[src/rtl/sfw_pkg.sv]
// Shared opcodes and status-byte layout for the serial flash write-enable controller.
// Assumes one-byte opcodes and an 8-bit status register.
package sfw_pkg;
    localparam int unsigned OP_W       = 8;
    localparam logic [7:0]  OP_WREN    = 8'h06;
    localparam logic [7:0]  OP_WRDI    = 8'h04;
    localparam logic [7:0]  OP_EWSR    = 8'h50;
    localparam logic [7:0]  OP_WRSR    = 8'h01;
    localparam logic [7:0]  OP_RDSR    = 8'h05;
    localparam int unsigned BIT_WEL    = 1;
    localparam int unsigned BIT_AAI    = 6;
    localparam logic [7:0]  WR_MASK    = 8'hBC;
    localparam int unsigned ONE_BYTE   = OP_W;
    localparam int unsigned TWO_BYTE   = 2 * OP_W;
endpackage

[src/rtl/sfw_frame_rx.sv]
// Frame receiver: detects serial clock and chip-enable edges on the system clock,
// counts bits, latches the opcode and the last received byte, and flags a valid
// command when chip enable rises after the bit count the opcode needs.
// Assumes spi_* inputs are synchronous to clk and the serial clock is much slower.
module sfw_frame_rx
    import sfw_pkg::*;
#(
    parameter int unsigned CNT_W = 5
) (
    input  logic              clk,
    input  logic              rst_n,
    input  logic              cs_n_i,
    input  logic              sck_i,
    input  logic              si_i,
    output logic              cmd_valid_o,
    output logic [OP_W-1:0]   op_o,
    output logic [OP_W-1:0]   data_o,
    output logic              sck_fall_o,
    output logic              rd_phase_o
);
    localparam logic [CNT_W-1:0] CNT_MAX = {CNT_W{1'b1}};
    localparam logic [CNT_W-1:0] CNT_ONE = CNT_W'(ONE_BYTE);
    localparam logic [CNT_W-1:0] CNT_TWO = CNT_W'(TWO_BYTE);

    logic              sck_q, cs_q;
    logic [CNT_W-1:0]  cnt_q;
    logic [OP_W-1:0]   sr_q, op_q;
    logic              sck_rise, cs_rise, len_ok;

    assign sck_rise   = ~cs_n_i & sck_i & ~sck_q;
    assign sck_fall_o = ~cs_n_i & ~sck_i & sck_q;
    assign cs_rise    = cs_n_i & ~cs_q;

    // Decide whether the bit count matches the latched opcode's length.
    always_comb begin
        if (cnt_q < CNT_ONE) len_ok = 1'b0;
        else begin
            unique case (op_q)
                OP_WREN, OP_WRDI, OP_EWSR: len_ok = (cnt_q == CNT_ONE);
                OP_WRSR:                   len_ok = (cnt_q == CNT_TWO);
                default:                   len_ok = 1'b1;
            endcase
        end
    end

    assign cmd_valid_o = cs_rise & len_ok;
    assign op_o        = op_q;
    assign data_o      = sr_q;
    assign rd_phase_o  = ~cs_n_i & (cnt_q >= CNT_ONE) & (op_q == OP_RDSR);

    // Track pin history for edge detection.
    always_ff @(posedge clk) begin
        if (!rst_n) begin
            sck_q <= 1'b0;
            cs_q  <= 1'b1;
        end else begin
            sck_q <= sck_i;
            cs_q  <= cs_n_i;
        end
    end

    // Count bits and shift data in on rising serial clock edges.
    always_ff @(posedge clk) begin
        if (!rst_n) begin
            cnt_q <= '0;
            sr_q  <= '0;
            op_q  <= '0;
        end else if (cs_n_i) begin
            cnt_q <= '0;
        end else if (sck_rise) begin
            sr_q <= {sr_q[OP_W-2:0], si_i};
            if (cnt_q != CNT_MAX) cnt_q <= cnt_q + 1'b1;
            if (cnt_q == CNT_ONE - 1'b1) op_q <= {sr_q[OP_W-2:0], si_i};
        end
    end


    short_frame_chk: assert property (@(posedge clk) disable iff (!rst_n)
        (cs_n_i && !cs_q && cnt_q < CNT_ONE) |-> !cmd_valid_o);
endmodule

[src/rtl/sfw_flag_ctrl.sv]
// Flag controller: holds the write-enable latch, auto-increment flag, status-write
// arm and the writable status bits. Executes commands from the frame receiver and
// events from the program/erase engine; a command overrides an event in the same cycle.
// Assumes cmd_valid_i is a single-cycle pulse.
module sfw_flag_ctrl
    import sfw_pkg::*;
(
    input  logic            clk,
    input  logic            rst_n,
    input  logic            cmd_valid_i,
    input  logic [OP_W-1:0] op_i,
    input  logic [OP_W-1:0] data_i,
    input  logic            pe_req_i,
    input  logic            pe_done_i,
    input  logic            aai_set_i,
    output logic            pe_grant_o,
    output logic            wel_o,
    output logic [7:0]      status_o
);
    logic       wel_q, aai_q, arm_q, grant_q;
    logic [7:0] prot_q;

    // Status byte assembly: written bits, auto-increment flag and latch.
    always_comb begin
        status_o          = prot_q & WR_MASK;
        status_o[BIT_WEL] = wel_q;
        status_o[BIT_AAI] = aai_q;
    end

    assign wel_o      = wel_q;
    assign pe_grant_o = grant_q;

    // Apply engine events first, then let an executed command override them.
    always_ff @(posedge clk) begin
        if (!rst_n) begin
            wel_q   <= 1'b0;
            aai_q   <= 1'b0;
            arm_q   <= 1'b0;
            grant_q <= 1'b0;
            prot_q  <= '0;
        end else begin
            grant_q <= pe_req_i & wel_q;
            if (pe_done_i) wel_q <= 1'b0;
            if (aai_set_i && wel_q) aai_q <= 1'b1;
            if (cmd_valid_i) begin
                arm_q <= (op_i == OP_EWSR);
                unique case (op_i)
                    OP_WREN: wel_q <= 1'b1;
                    OP_WRDI: begin
                        wel_q <= 1'b0;
                        aai_q <= 1'b0;
                    end
                    OP_WRSR: if (arm_q) begin
                        prot_q <= data_i & WR_MASK;
                        wel_q  <= 1'b0;
                    end
                    default: ;
                endcase
            end
        end
    end


    wren_sets_chk: assert property (@(posedge clk) disable iff (!rst_n)
        (cmd_valid_i && op_i == OP_WREN) |=> wel_q);

    wrdi_clears_chk: assert property (@(posedge clk) disable iff (!rst_n)
        (cmd_valid_i && op_i == OP_WRDI) |=> (!wel_q && !aai_q));

    grant_needs_req_chk: assert property (@(posedge clk) disable iff (!rst_n)
        pe_grant_o |-> ($past(pe_req_i) && $past(wel_q)));

    wel_rise_cmd_chk: assert property (@(posedge clk) disable iff (!rst_n)
        $rose(wel_q) |-> $past(cmd_valid_i));

    prot_needs_arm_chk: assert property (@(posedge clk) disable iff (!rst_n)
        !$stable(prot_q) |-> $past(arm_q));
endmodule

[src/rtl/sfw_status_tx.sv]
// Status transmitter: during the read-status data phase, loads the status byte and
// shifts it out MSB first on each falling serial clock edge, repeating every 8 bits.
// Assumes sck_fall_i is already qualified by chip enable.
module sfw_status_tx (
    input  logic       clk,
    input  logic       rst_n,
    input  logic       cs_n_i,
    input  logic       sck_fall_i,
    input  logic       rd_phase_i,
    input  logic [7:0] status_i,
    output logic       so_o,
    output logic       so_en_o
);
    logic [7:0] sh_q;
    logic [2:0] idx_q;
    logic       en_q;

    assign so_o    = sh_q[7];
    assign so_en_o = en_q;

    // Load or shift the outgoing byte on falling edges of the read data phase.
    always_ff @(posedge clk) begin
        if (!rst_n) begin
            sh_q  <= '0;
            idx_q <= '0;
            en_q  <= 1'b0;
        end else if (cs_n_i) begin
            idx_q <= '0;
            en_q  <= 1'b0;
        end else if (sck_fall_i && rd_phase_i) begin
            sh_q  <= (idx_q == 3'd0) ? status_i : {sh_q[6:0], 1'b0};
            idx_q <= idx_q + 1'b1;
            en_q  <= 1'b1;
        end
    end


    so_idle_chk: assert property (@(posedge clk) disable iff (!rst_n)
        (cs_n_i && $past(cs_n_i)) |-> !so_en_o);

    so_start_chk: assert property (@(posedge clk) disable iff (!rst_n)
        $rose(so_en_o) |-> $past(rd_phase_i));
endmodule

[src/rtl/sflash_wel_ctl.sv]
// Top of the serial flash write-enable controller: frame receiver, flag controller
// and status transmitter. Assumes SPI pins synchronous to clk.
module sflash_wel_ctl #(
    parameter int unsigned BIT_CNT_W = 5
) (
    input  logic       clk,
    input  logic       rst_n,
    input  logic       spi_cs_n,
    input  logic       spi_sck,
    input  logic       spi_si,
    output logic       spi_so,
    output logic       spi_so_en,
    input  logic       pe_req,
    output logic       pe_grant,
    input  logic       pe_done,
    input  logic       aai_set,
    output logic       wr_allow,
    output logic [7:0] status
);
    logic       cmd_valid, sck_fall, rd_phase;
    logic [7:0] op, data;

    sfw_frame_rx #(.CNT_W(BIT_CNT_W)) u_rx (
        .clk(clk), .rst_n(rst_n), .cs_n_i(spi_cs_n), .sck_i(spi_sck), .si_i(spi_si),
        .cmd_valid_o(cmd_valid), .op_o(op), .data_o(data),
        .sck_fall_o(sck_fall), .rd_phase_o(rd_phase)
    );

    sfw_flag_ctrl u_flags (
        .clk(clk), .rst_n(rst_n), .cmd_valid_i(cmd_valid), .op_i(op), .data_i(data),
        .pe_req_i(pe_req), .pe_done_i(pe_done), .aai_set_i(aai_set),
        .pe_grant_o(pe_grant), .wel_o(wr_allow), .status_o(status)
    );

    sfw_status_tx u_tx (
        .clk(clk), .rst_n(rst_n), .cs_n_i(spi_cs_n), .sck_fall_i(sck_fall),
        .rd_phase_i(rd_phase), .status_i(status), .so_o(spi_so), .so_en_o(spi_so_en)
    );
endmodule

[config.mk]
export PLATFORM = sky130hd
export DESIGN_NAME = sflash_wel_ctl
export DESIGN_NICKNAME = d
export VERILOG_FILES = /design/src/rtl/sfw_pkg.sv /design/src/rtl/sfw_frame_rx.sv /design/src/rtl/sfw_flag_ctrl.sv /design/src/rtl/sfw_status_tx.sv /design/src/rtl/sflash_wel_ctl.sv
export SDC_FILE = /design/constraint.sdc
export NUM_CORES = 1
export LEC_CHECK = 0
export BUFFER_PORTS_ARGS = -buffer_cell sky130_fd_sc_hd__buf_4
export CORE_MARGIN = 2
export CORE_UTILIZATION = 52
export DETAILED_ROUTE_END_ITERATION = 10
export PLACE_DENSITY = 0.79
export SYNTH_ARGS = -nofsm -noshare
export SYNTH_HDL_FRONTEND = slang
export SYNTH_SLANG_ARGS = --single-unit
[constraint.sdc]
create_clock -name clk -period 1.6 [get_ports clk]
set_clock_uncertainty 0.2 [all_clocks]
set_input_delay 0.08 -clock clk [delete_from_list [all_inputs] [get_ports clk]]
set_output_delay 0.08 -clock clk [all_outputs]
set_load 0.01 [all_outputs]
Yosys cells after proc, flatten, opt, wreduce, memory -nomap -nowiden:

Cells that the tools add are included.
Widths: inputs -> output; s select.

* bits of input ports: 8
* logic and storage cells: 60
* register bits after elaboration: 44

* bitwise operators: 14
* equal/unequal tests: 9
* reductions and logical operators: 10
* muxes and demuxes: 10
* order comparisons: 2
* add/subtract/negate cells: 2

Operators by type and width (number)
* $eq 8x3->1 const B: 3
* $and 1x1->1: 9
* $eq 8x1->1 const B: 1
* $eq 8x7->1 const B: 1
* $mux 8: 1
* $mux 1: 7
* $reduce_and 2->1: 3
* $reduce_and 3->1: 2
* $add 5x1->5 const B: 1
* $eq 5x3->1 const B: 1
* $eq 5x4->1 const B: 1
* $eq 5x5->1 const B: 1
* $ge 5x4->1 const B: 1
* $lt 5x4->1 const B: 1
* $ne 5x5->1 const B: 1
* $not 1->1: 5
* $add 3x1->3 const B: 1
* $logic_not 3->1: 1
* $pmux 1 s3: 1
* $reduce_or 3->1: 1
* $logic_and 1x1->1: 2
* $pmux 1 s2: 1
* $reduce_or 2->1: 1

Depth between registers and ports, before layout:

Gate-level depths: netlist of the first run.

* depth in word-level cells: 6
* gate-level depth with buffers: 8

Cells and area by module:

Synthesis of the first run repeated with hierarchy kept, for this count alone.

* cells, all modules: 238
* area, all modules: 2110.8 µm²

Modules (own cells, without submodules)
* sfw_frame_rx: instances 1, cells each 122, seq. area each 460.4 µm², area an instance 1087.3 µm²
* sfw_status_tx: instances 1, cells each 65, seq. area each 240.2 µm², area an instance 554.3 µm²
* sfw_flag_ctrl: instances 1, cells each 51, seq. area each 180.2 µm², area an instance 469.2 µm²

Least setup slack after synthesis of the first run:

OpenSTA, ideal clock, no wires.

* path kind: register to register
* from: register u_rx.cnt_q[0]
* to: register u_rx.cnt_q[3]
* slack: -0.134 ns
* cell stages (with the launch flop): 9
* data arrival time: 1.406 ns
* required time: 1.273 ns
* cell sequence: dfxtp_1 -> ha_1 -> and3_1 -> ha_1 -> nor2b_1 -> buf_4 -> nand4_1 -> xor2_1 -> nor2_1

* longest elaborated chain between the ends: 2

Ends and longest elaborated chain
* from (decl): line sfw_frame_rx.sv:26 `logic [CNT_W-1:0] cnt_q;`
* from (signal assigned): line sfw_frame_rx.sv:72 `if (cnt_q != CNT_MAX) cnt_q <= cnt_q + 1'b1;`
* parallel branches: the longest is 2 deep, another holds $add 5x1->5

Parallel ways; which one is timed is not known.
A chain may end at the register's enable or synchronous reset.

Worst setup path after layout of the first run:

* from: register u_rx.cnt_q[0]
* to: register u_rx.cnt_q[1]

Same word-level chain as after synthesis.

==> results of run 1 <==
==> metal layers <==
layer	wire, um	vias up	share of wire [%]	global-route usage, %
met5	0	-	0	0
met4	29	0	0.74	5.469
met3	162	2	4.1	4.623
met2	1918	36	49	29.97
met1	1830	706	46	25.79
li1	-	781	-	-
==> timing repair <==
| item | CTS | global route |
|---|---|---|
| resized for setup | 10 | 19 |
| endpoints found under the setup margin | 21 | 23 |
| hold buffers | 8 | 0 |
| pin swaps | 1 | 2 |
| gates cloned | 0 | 1 |
| endpoints found under the hold margin | 19 | 0 |
| buffers inserted | 0 | 1 |
==> worst paths after layout <==
path             startpoint                end
max           u_rx.cnt_q[0]      u_rx.cnt_q[1]
min                 spi_sck      u_tx.idx_q[2]
max reg2reg   u_rx.cnt_q[0]      u_rx.cnt_q[1]
min reg2reg  u_rx.data_o[7]  u_flags.prot_q[7]
==> kinds of logic (layout without fill, tap and decap cells) <==
logic type	count (synthesis)	in the layout
mux	25	25
fa+ha+maj	5	5
other cells	1	1
simple gates	82	82
xor+xnor	5	5
flops	43	43
compound gates	22	22
buf+inv	19	63
==> worst register-to-register path: stages (launching register included) <==
cell and delay, ps:
dfxtp_4 370, ha_4 150, and3_4 170, ha_2 180, nor2b_4 140, buf_6 120
mux2i_1 180, nor2_1 60
==> registers in the layout, summed over array words and instances (netlist names) <==
name / cells
u_rx.sck_q: 1
u_rx.cs_q: 1
u_flags.wel_o: 1
u_rx.cnt_q: 5
u_flags.arm_q: 1
u_flags.aai_q: 1
u_rx.data_o: 8
u_flags.prot_q: 5
u_flags.pe_grant_o: 1
u_tx.sh_q: 7
u_tx.idx_q: 3
u_tx.so_en_o: 1
u_rx.op_o: 8
==> Yosys cell counts <==
master,n
o211ai_1,1
ha_1,5
nor3b_2,1
nor3_2,1
nor2b_1,19
and2_1,1
dfxtp_1,43
nor3_4,3
a221o_1,1
nand3_1,8
nand2_2,1
nor4_1,2
and3_1,2
nand2b_1,2
clkbuf_1,6
a31oi_1,3
a21o_1,1
a21oi_1,1
nand4_1,3
or3b_4,1
buf_4,5
o21ai_0,6
nor3b_1,1
inv_1,7
buf_6,1
o211a_1,6
nand4_2,1
xnor2_1,3
mux2i_1,25
nand2_1,18
a21boi_1,1
xor2_1,2
conb_1,1
o22ai_1,2
nor2_1,15
nand3b_1,2
and4bb_1,1
==> cell type report <==
cell class	count	area, um2
clock buffers	6	72.57
fillers	282	1084
inverters	7	28.78
well taps	48	60.06
multi-input cells	140	1094
repair buffers	48	411.6
clock inverters	2	12.51
flip-flops and latches	43	870.8
==> per-stage QoR <==
stage          instances  cell area (um2)  worst slack [ps]  total power, mW
3_3_place_gp         276             2272            -120.3            1.178
2_1_floorplan        202             1987            -41.63            1.153
4_1_cts              292             2474            -96.39            1.841
6_report             294             2550            -102.1            1.831
3_5_place_dp         276             2272            -166.3            1.179
5_1_grt              294             2550            -179.0            1.901
==> power by group <==
| group | leakage [nW] | total, mW | internal [mW] | switching [mW] |
|---|---|---|---|---|
| Clock | 0.0412 | 0.656 | 0.305 | 0.351 |
| Sequential | 0.349 | 1.08 | 1.07 | 0.00427 |
| Combinational | 0.731 | 0.0985 | 0.0547 | 0.0438 |
| Total | 1.12 | 1.83 | 1.43 | 0.399 |
==> results.sh, run 1 <==
export IMPL_outcome="finished with violations"
export IMPL_violations="setup timing"
export IMPL_critical_path_top_delay_family="simple AND/OR/NAND/NOR gates"
export IMPL_cp_arrival_ps=1670
export IMPL_synth_area_per_cell_um2=9.700
export IMPL_syn_inst=202
export IMPL_synth_top_area_share_pct=43.93
export IMPL_setup_viol=20
export IMPL_cts_buffer_depth=2
export IMPL_r2r_setup_slack_ps=-100
export IMPL_synthTopCellsByArea="dfxtp_1 44%, mux2i_1 13%, nor2b_1 6.1%, nand2_1 3.4%, ha_1 3.2%"
export IMPL_fmax_ghz=0.5875
export IMPL_cts_tree="done"
export IMPL_finalNetCount=258
export IMPL_grt_pass1_wl_um=6272
export IMPL_numCtsBuffers=5
export IMPL_first_global_vias=1372
export IMPL_synthXorXnorAreaFrac_pct=2.235
export IMPL_grt_max_degree=23
export IMPL_antenna_found_initial=0
export IMPL_synth_top_cell_by_area="dfxtp_1"
export IMPL_fin_tns_setup_ps=-806.0
export IMPL_synthSimpleGateAreaFrac_pct=24.58
export IMPL_grt_usage_pct=18.97
export IMPL_die_area_um2=4275
export IMPL_drt_iter0_markers=75
export IMPL_cp_depth=7
export IMPL_drc=0
export IMPL_fin_util_pct=70.18
export IMPL_cts_sinks=43
export IMPL_drtPass1Iterations=4
export IMPL_start_kind="register"
export IMPL_rsz0062_at_grt="yes"
export IMPL_crit_path_top_delay_cell="dfxtp_4"
export IMPL_areaGrowthSynthToFinish_pct=30.14
export IMPL_dp_hpwl_um=2628
export IMPL_p_leak_nw=1.122
export IMPL_final_common_cell="dfxtp_1"
export IMPL_muxShareOfSynthArea_pct=12.77
export IMPL_hold_viol_final=0
export IMPL_io_pins=20
export IMPL_drv_cap=0
export IMPL_cp_cell_sequence="ha_4, and3_4, ha_2, nor2b_4, buf_6, mux2i_1, nor2_1"
export IMPL_clk_pin_slew_ps=70
export IMPL_ant_nets=0
export IMPL_gr_total_overflow=0
export IMPL_fp_dieH_um=65.39
export IMPL_via_per_inst=5.187
export IMPL_required_ps=1560
export IMPL_htreeDepth=2
export IMPL_synth_cell_type_count=37
export IMPL_rr_worst_depth=7
export IMPL_worst_skew_pair_late_latency_ps=290
export IMPL_worstSetupEndpointType="register"
export IMPL_syn_cell_area_um2=1959
export IMPL_hold_class="in -> reg"
export IMPL_synth_top_family_by_area="simple AND/OR/NAND/NOR gates"
export IMPL_num_antenna_cells=0
export IMPL_layout_common_cells="39 x dfxtp_1, 34 x buf_4, 25 x mux2i_1"
export IMPL_fin_crit_sh_pct=106.4
export IMPL_rows=22
export IMPL_hold_slack_ps=97.12
export IMPL_vias=1525
export IMPL_setup_slack_ps=-102.1
export IMPL_core_area_um2=3633
export IMPL_path_buf_inv=1
export IMPL_drive_gt1_share_pct=30.49
export IMPL_worstHoldPathCells=5
export IMPL_port_buffers=18
export IMPL_initial_core_util_pct=53.93
export IMPL_finalWirelength_um=3941
export IMPL_globalplace_congestion=0.8053
export IMPL_synth_compound_area_share_pct=8.110
export IMPL_die_w_um=65.39
export IMPL_synth_seq_cells=43
export IMPL_ir_drop_mv=0.5210
export IMPL_yosys_area_share_adder_pct=3.193
export IMPL_crit_type="reg -> reg"
export IMPL_post_drt_wl_per_cell_um=13.40
export IMPL_power_density_nw_per_um2=717.9
export IMPL_drv_slew=0
export IMPL_min_period_ps=1702
export IMPL_ys_warn_count=0
export IMPL_root_buffer="clkbuf_8"
export IMPL_synthesis_nets=215
export IMPL_worstPathMaxFanout=4
export IMPL_ys_seq_area_share_pct=43.93
export IMPL_slowest_delay_ps=370
No activity file was read; power rests on OpenSTA's default activity.
==> run 2, diff against run 1 <==
Settings changed: GPL_TIMING_DRIVEN set to 0.
==> results.sh, run 2 (synthesis gave the netlist of run 1 again) <==
export IMPL_nFillCells=245
export IMPL_numCtsBuffers=5
export IMPL_min_period_ps=1864
export IMPL_vias=1631
export IMPL_grt_usage_pct=21.85
export IMPL_post_drt_wl_per_cell_um=15.62
export IMPL_fmax_ghz=0.5366
export IMPL_dp_slack_ps=-222.5
export IMPL_drv_slew=0
export IMPL_dp_hpwl_um=2607
export IMPL_setup_slack_ps=-263.5
export IMPL_rsz0062_at_grt="yes"
export IMPL_slowest_delay_ps=500
export IMPL_rr_startpoint="u_rx.cnt_q[3]"
export IMPL_final_common_cell="dfxtp_1"
export IMPL_drtPass1Iterations=4
export IMPL_cts_tree="done"
export IMPL_final_cells=302
export IMPL_cp_arrival_ps=1840
export IMPL_required_ps=1580
export IMPL_clk_pin_slew_ps=80
export IMPL_initial_core_util_pct=53.93
export IMPL_via_per_inst=5.401
export IMPL_p_leak_nw=1.157
export IMPL_ant_nets=0
export IMPL_finalWirelength_um=4717
export IMPL_critPathLaunch="u_rx.cnt_q[3]"
export IMPL_io_pins=20
export IMPL_drv_cap=0
export IMPL_cts_buffer_depth=2
export IMPL_setup_viol=31
export IMPL_critical_path_top_delay_family="flip-flops"
export IMPL_drive_gt1_share_pct=34.25
export IMPL_drt_iter0_markers=98
export IMPL_finalNetCount=266
export IMPL_power_density_nw_per_um2=775.0
export IMPL_dp_cells=268
export IMPL_hold_class="in -> reg"
export IMPL_layout_common_cells="38 x dfxtp_1, 37 x buf_4, 24 x mux2i_1"
export IMPL_areaGrowthSynthToFinish_pct=35.31
export IMPL_hold_viol_final=0
export IMPL_gr_total_overflow=0
export IMPL_crit_type="reg -> reg"
export IMPL_first_global_vias=1498
export IMPL_outcome="finished with violations"
export IMPL_globalplace_congestion=0.8768
export IMPL_rows=22
export IMPL_start_kind="register"
export IMPL_path_buf_inv=3
export IMPL_drc=0
export IMPL_root_buffer="clkbuf_8"
export IMPL_grt_max_degree=14
export IMPL_worst_skew_pair_late_latency_ps=300
export IMPL_grt_pass1_wl_um=7072
export IMPL_antenna_found_initial=0
export IMPL_worstPathMaxFanout=6
export IMPL_port_buffers=18
export IMPL_fp_dieH_um=65.39
export IMPL_core_area_um2=3633
export IMPL_num_antenna_cells=0
export IMPL_htreeDepth=2
export IMPL_ir_drop_mv=0.4627
export IMPL_cp_cell_sequence="and3_4, ha_4, nor2b_4, buf_6, buf_4, buf_6, nand2_2, xor2_1, nor2_1"
export IMPL_worstSetupEndpointType="register"
export IMPL_violations="setup timing"
export IMPL_crit_top_cell="buf_6"
export IMPL_fin_crit_sh_pct=116.5
export IMPL_die_area_um2=4275
export IMPL_die_w_um=65.39
export IMPL_min_delay_start="rst_n"
export IMPL_crit_path_top_delay_cell="dfxtp_1"
export IMPL_cts_sinks=43
-- run 2: cell count changes in the layout (fill, tap and decap cells not counted), sizes merged --
| cell | change |
|---|---|
| buf | +6 |
| bufinv | +1 |
| clkbuf | +5 |
| clkinvlp | -1 |
| dlygate4sd3 | -3 |
-- run 2: cell type report --
type                       count  area (um2)  area share [%]
multi-input combinational    140        1119           42.19
sequential                    43       872.1           32.89
timing repair buffer          44       377.9           14.25
clock buffer                   6       82.58           3.115
buffer                        12       78.83           2.973
tap                           48       60.06           2.265
clock inverter                 2       35.03           1.321
inverter                       7       26.28          0.9910
-- run 2: per-stage QoR --
step / TNS, ps / hold WS [ps] / cell area [um2] / total power, mW / util (%)
after floorplan: -222.2 / 1.636 / 1987 / 1.153 / -
after CTS: -2342 / 73.94 / 2506 / 2.053 / 68.97
after global routing: -5812 / 106.7 / 2651 / 2.115 / 72.97
after detailed placement: -3389 / 107.3 / 2182 / 1.181 / 60.06
final: -3335 / 72.95 / 2651 / 2.055 / 72.97
after global placement: -2812 / 102.5 / 2182 / 1.180 / 60.06
-- run 2: timing repair --
item                       CTS  global route
pin swaps                    4             9
hold buffers                 5             0
gates resized for setup     16            21
cloned                       1             0
hold endpoints to repair     6             0
buffers inserted            10            10
setup endpoints to repair   31            32
-- run 2: path summary, 6_finish.rpt --
path	to	slack, ps	cells past startpoint
setup / recovery	u_rx.cnt_q[2]	-260	9
setup reg to reg	u_rx.cnt_q[2]	-260	9
hold / removal	u_rx.cs_q	70	3
hold reg to reg	u_flags.prot_q[7]	270	2
-- run 2: power by group --
part           switching (mW)  internal (mW)  leakage, nW
registers             0.00437           1.07        0.350
logic                  0.0461         0.0604        0.746
clock network           0.367          0.505       0.0612
-- run 2: per-layer routing --
| layer | up-vias | track usage [%] | part of all wire, % |
|---|---|---|---|
| met3 | 18 | 5.993 | 3.2 |
| met4 | 0 | 10.94 | 4.1 |
| met1 | 776 | 26.14 | 43 |
| li1 | 795 | - | - |
| met5 | - | 0 | 0 |
| met2 | 42 | 35.97 | 50 |
-- run 2: worst register-to-register path: cells and delay by family (launching register included) --
kind	cells	cell delay, ps
xor+xnor	1	150
buf+inv	3	350
flops	1	500
fa+ha+maj	1	140
simple gates	4	400
